[config.mk]
export PLATFORM = sky130hd
export DESIGN_NAME = flash_boot_copier
export DESIGN_NICKNAME = d
export VERILOG_FILES = /design/src/rtl/flash_boot_copier.sv
export SDC_FILE = /design/constraint.sdc
export NUM_CORES = 1
export LEC_CHECK = 0
export CORE_MARGIN = 3
export CORE_UTILIZATION = 44
export CTS_CLUSTER_DIAMETER = 50
export DETAILED_ROUTE_END_ITERATION = 7
export DONT_BUFFER_PORTS = 1
export SLEW_MARGIN = 40
export SYNTH_ARGS = -nofsm -noshare
export SYNTH_HDL_FRONTEND = slang
export SYNTH_SLANG_ARGS = --single-unit
[constraint.sdc]
create_clock -name clk -period 2.5 [get_ports clk]
set_input_delay 0.375 -clock clk [delete_from_list [all_inputs] [get_ports clk]]
set_output_delay 0.375 -clock clk [all_outputs]
set_load 0.1 [all_outputs]
[src/rtl/flash_boot_copier.sv]
module flash_boot_copier #(
  parameter int          FAW       = 24,
  parameter logic [31:0] BASE_ADDR = 32'h0,
  parameter logic [31:0] MAX_LEN   = 32'h0010_0000
) (
  input  logic           clk,
  input  logic           rst_n,
  output logic           fl_req,
  output logic [FAW-1:0] fl_addr,
  input  logic           fl_valid,
  input  logic [7:0]     fl_data,
  output logic           ram_we,
  output logic [31:0]    ram_addr,
  output logic [7:0]     ram_data,
  output logic           busy,
  output logic           done,
  output logic           jump_valid,
  output logic [31:0]    entry_addr,
  output logic           halted,
  output logic           error
);

  typedef enum logic [1:0] {S_HDR, S_COPY, S_FIN} st_t;

  st_t             st;
  logic [2:0]      idx;
  logic [31:0]     len_q, adr_q, rem_q, wptr;
  logic [FAW-1:0]  rd_ptr;

  wire        take     = (st != S_FIN) && fl_valid;
  wire [31:0] len_full = {fl_data, len_q[23:0]};
  wire [31:0] adr_full = {fl_data, adr_q[23:0]};

  assign fl_req  = (st != S_FIN);
  assign busy    = (st != S_FIN);
  assign fl_addr = rd_ptr;

  always_ff @(posedge clk or negedge rst_n) begin
    if (!rst_n) begin
      st         <= S_HDR;
      idx        <= '0;
      len_q      <= '0;
      adr_q      <= '0;
      rem_q      <= '0;
      wptr       <= '0;
      rd_ptr     <= BASE_ADDR[FAW-1:0];
      ram_we     <= 1'b0;
      ram_addr   <= '0;
      ram_data   <= '0;
      done       <= 1'b0;
      jump_valid <= 1'b0;
      entry_addr <= '0;
      halted     <= 1'b0;
      error      <= 1'b0;
    end else begin
      ram_we     <= 1'b0;
      jump_valid <= 1'b0;
      if (take) begin
        rd_ptr <= rd_ptr + 1'b1;
        case (st)
          S_HDR: begin
            if (!idx[2]) len_q[{idx[1:0], 3'b000} +: 8] <= fl_data;
            else         adr_q[{idx[1:0], 3'b000} +: 8] <= fl_data;
            idx <= idx + 1'b1;
            if (idx == 3'd3) begin
              if (&len_full) begin
                halted <= 1'b1;
                done   <= 1'b1;
                st     <= S_FIN;
              end else if (len_full > MAX_LEN) begin
                error <= 1'b1;
                done  <= 1'b1;
                st    <= S_FIN;
              end
            end
            if (idx == 3'd7) begin
              if (len_q == 32'd0) begin
                entry_addr <= adr_full;
                jump_valid <= 1'b1;
                done       <= 1'b1;
                st         <= S_FIN;
              end else begin
                rem_q <= len_q;
                wptr  <= adr_full;
                st    <= S_COPY;
              end
            end
          end
          S_COPY: begin
            ram_we   <= 1'b1;
            ram_addr <= wptr;
            ram_data <= fl_data;
            wptr     <= wptr + 32'd1;
            rem_q    <= rem_q - 32'd1;
            if (rem_q == 32'd1) begin
              st  <= S_HDR;
              idx <= '0;
            end
          end
          default: ;
        endcase
      end
    end
  end

endmodule

==> results.py <==
metrics = {
    "outcome": {
        "status": "complete, but fails checks",
        "failed_checks": "negative hold slack",
    },
    "clock_tree": {
        "cts_buffers": 30,
        "holdBufCountCts": 11,
        "clkSlewWorstSetupHoldPaths_ns": 0.06,
        "htree_levels": 1,
        "ctsLongestPathBuffers": 3,
        "cts.sinks": 226,
        "cts_setup_buffers": 0,
        "clk_latency_ns": 0.55,
        "cts_tree": "built",
        "cts_root_buf": "clkbuf_16",
    },
    "synthesis": {
        "avgSynthCellArea_um2": 9.97,
        "synth-edff-count": 0,
        "async_flop_share_pct": 100,
        "synth_commonest_cells": "dfrtp_1, nand2_1, o21ai_0",
        "syn_area_um2": 10500,
        "syn-num-nets": 1078,
        "synth_top_area_share_pct": 53.8,
        "yosysMostFrequentCell": "dfrtp_1",
        "synth_area_leaders": "dfrtp_1, mux2_2, nand2_1",
        "ys_seq_area_share_pct": 53.8,
        "synth.ff_latch_count": 226,
        "yosysTopAreaCell": "dfrtp_1",
        "yosys_warnings": 0,
        "synthFlopType": "dfrtp_1",
        "ys_types": 60,
        "postSynthCellCount": 1055,
    },
    "detailed_routing": {
        "drtAntennaViolNets": 0,
        "via_count": 8258,
        "routedWlPerCell_um": 19.9,
        "vias_per_cell": 5.70,
        "first_pass_iters": 5,
        "first_iter_violations": 662,
        "drc": 0,
        "wl_um": 28800,
    },
    "timing": {
        "tns_ns": 0,
        "relSlewSlack_pct": 37.4,
        "holdWs_ns": -0.460,
        "rsz0062_at_grt": "false",
        "setup_viol": 0,
        "fmax_mhz": 416,
        "worst_pin_slew_ns": 0.931,
        "skew_ns": 0.0209,
        "finalHoldViolCount": 226,
        "slew_violations": 0,
        "fin_crit_ns": 2.41,
        "finalCritPeriodShare_pct": 96.3,
    },
    "grt": {
        "antenna_found_initial": 3,
        "grt_util_all_layers_pct": 22.1,
        "grt_pass1_vias": 7896,
        "grt_max_degree": 227,
        "grt_pass1_wl_um": 45700,
        "grt_overflow": 0,
    },
    "critical_path": {
        "cpPeakStageDelay_ns": 0.51,
        "startpoint": "rem_q[1]",
        "r2r-start": "rem_q[1]",
        "cp-start-kind": "flop",
        "crit_slowest_cell": "or4b_4",
        "cp.arrival_ns": 2.83,
        "r2r_cells": 8,
        "path_class": "flop to flop",
        "path_max_fanout": 5,
        "reg2reg_setup_slack_ns": 0.09,
        "r2r_end": "rem_q[28]",
        "worstPathCellList": "inv_1 > ha_2 > or4b_4 > or4_4 > and4bb_4 > nand4_1 > o21ai_0 > a2bb2oi_2",
        "cp.required_ns": 2.93,
        "crit_path_end_kind": "flop",
    },
    "hold_path": {
        "hp-class": "primary input to asynchronous set/reset pin",
    },
    "cells_and_area": {
        "nFillCells": 2001,
        "syn2layout_area_growth_pct": 19.9,
        "drive_gt1_share_pct": 25.8,
        "final_area_um2": 12600,
        "stdcell_count": 1450,
        "diodes": 0,
        "layout.nets": 1136,
        "fin_util_pct": 54.7,
    },
    "die": {
        "die_w_um": 161,
        "core_area_um2": 23100,
        "io_pins": 114,
        "dieArea_um2": 25800,
        "initial_core_util_pct": 45.6,
        "die_h_um": 161,
        "rows": 55,
    },
    "power": {
        "p_leak_nw": 5.51,
        "ir_drop_mv": 0.869,
        "total_power_mw": 14.0,
        "pwr_density_cell_nw_per_um2": 1110,
    },
    "placed_design": {
        "gp_congestion": 0.836,
        "portBuffers": 0,
        "dpl_cell_area_um2": 11500,
        "hpwl_um": 18600,
        "dp_cells": 1383,
    },
    "flow_run": {
        "drv_cap": 0,
    },
}
==> worst max-delay path: cells and delay by family (launching register included) <==
family,cells,cell delay [ns]
AOI/OAI and AO/OA,2,0.19
adders and majority gates,1,0.21
buffers and inverters,1,0.10
DFF,1,0.37
and+or+nand+nor,4,1.44
==> power breakdown <==
group | switching, mW | total (mW) | internal (mW)
registers | 2.17 | 6.68 | 4.51
logic | 1.87 | 3.19 | 1.33
clock network | 1.65 | 4.10 | 2.45
total | 5.69 | 14.0 | 8.29
==> final cells by class <==
type	count	area, µm²	share of cell area [%]
Sequential cell	226	5730	45.5
Inverter	17	63.8	0.506
Clock inverter	16	148	1.17
Timing Repair Buffer	89	848	6.73
Multi-Input combinational cell	749	4590	36.4
Tap cell	313	392	3.11
Clock buffer	40	828	6.57
==> repair_timing <==
action,in CTS,in global routing
setup endpoints to repair,0,4
gates resized for setup,0,2
hold endpoints to repair,267,226
==> sequential cells by signal, summed over array words and instances, names as in the netlist <==
name	flops
ram_addr	32
halted	1
wptr	32
idx	3
ram_we	1
done	1
error	1
len_q	32
adr_q	24
ram_data	8
rem_q	32
jump_valid	1
fl_addr	24
entry_addr	32
st	2
==> per-layer routing <==
layer  GRT usage (%)  up-vias  routed length (µm)
met4            5.68        6                 665
li1                -     3917                   -
met2            34.3      255               13200
met3            4.57       60                2090
met1            31.7     4020               12900
met5               0        -                  33
==> cell usage in the layout (no fill, tap or decap), types with 6 or more instances in the layout <==
| cell type | n |
|---|---|
| buf_4 | 63 |
| ha_1 | 11 |
| nand2_1 | 155 |
| nand4_1 | 23 |
| o22ai_1 | 17 |
| dfrtp_1 | 163 |
| or3_1 | 7 |
| a31oi_1 | 7 |
| inv_1 | 17 |
| nand3_1 | 33 |
| nor2_1 | 64 |
| nor4_1 | 14 |
| clkbuf_1 | 6 |
| a2bb2oi_1 | 15 |
| nor3_1 | 19 |
| xor2_1 | 15 |
| mux2_2 | 71 |
| o21ai_0 | 116 |
| buf_12 | 7 |
| clkbuf_16 | 30 |
| and3_1 | 7 |
| o32ai_1 | 7 |
| xnor2_1 | 8 |
| a21oi_1 | 80 |
| dfrtp_2 | 63 |
| dlygate4sd3_1 | 11 |
==> per-stage QoR <==
| stage | hold slack [ns] | setup WS [ns] |
|---|---|---|
| 2_1_floorplan | 0.0794 | 0.00569 |
| 3_3_place_gp | 0.0892 | 0.161 |
| 3_5_place_dp | 0.0885 | 0.0969 |
| 4_1_cts | -0.482 | 0.104 |
| 5_1_grt | -0.486 | 0.00717 |
| 6_report | -0.460 | 0.0937 |
==> kinds of logic after synthesis <==
| family | share of synthesized area (%) |
|---|---|
| DFF | 53.8 |
| adders and majority gates | 1.43 |
| AOI/OAI and AO/OA | 15.4 |
| muxes | 7.79 |
| buffers and inverters | 2.97 |
| xor gates and xnor gates | 1.92 |
| and+or+nand+nor | 16.7 |
==> worst max-delay path by stage <==
stage | endpoint | depth (start not counted)
final | rem_q[28] | 8
after floorplan | fl_addr[23] | 7
after global placement | rem_q[28] | 8
after global routing | rem_q[26] | 8
after CTS | rem_q[28] | 8
after detailed placement | rem_q[28] | 8
No activity file was read; power rests on OpenSTA's default activity.
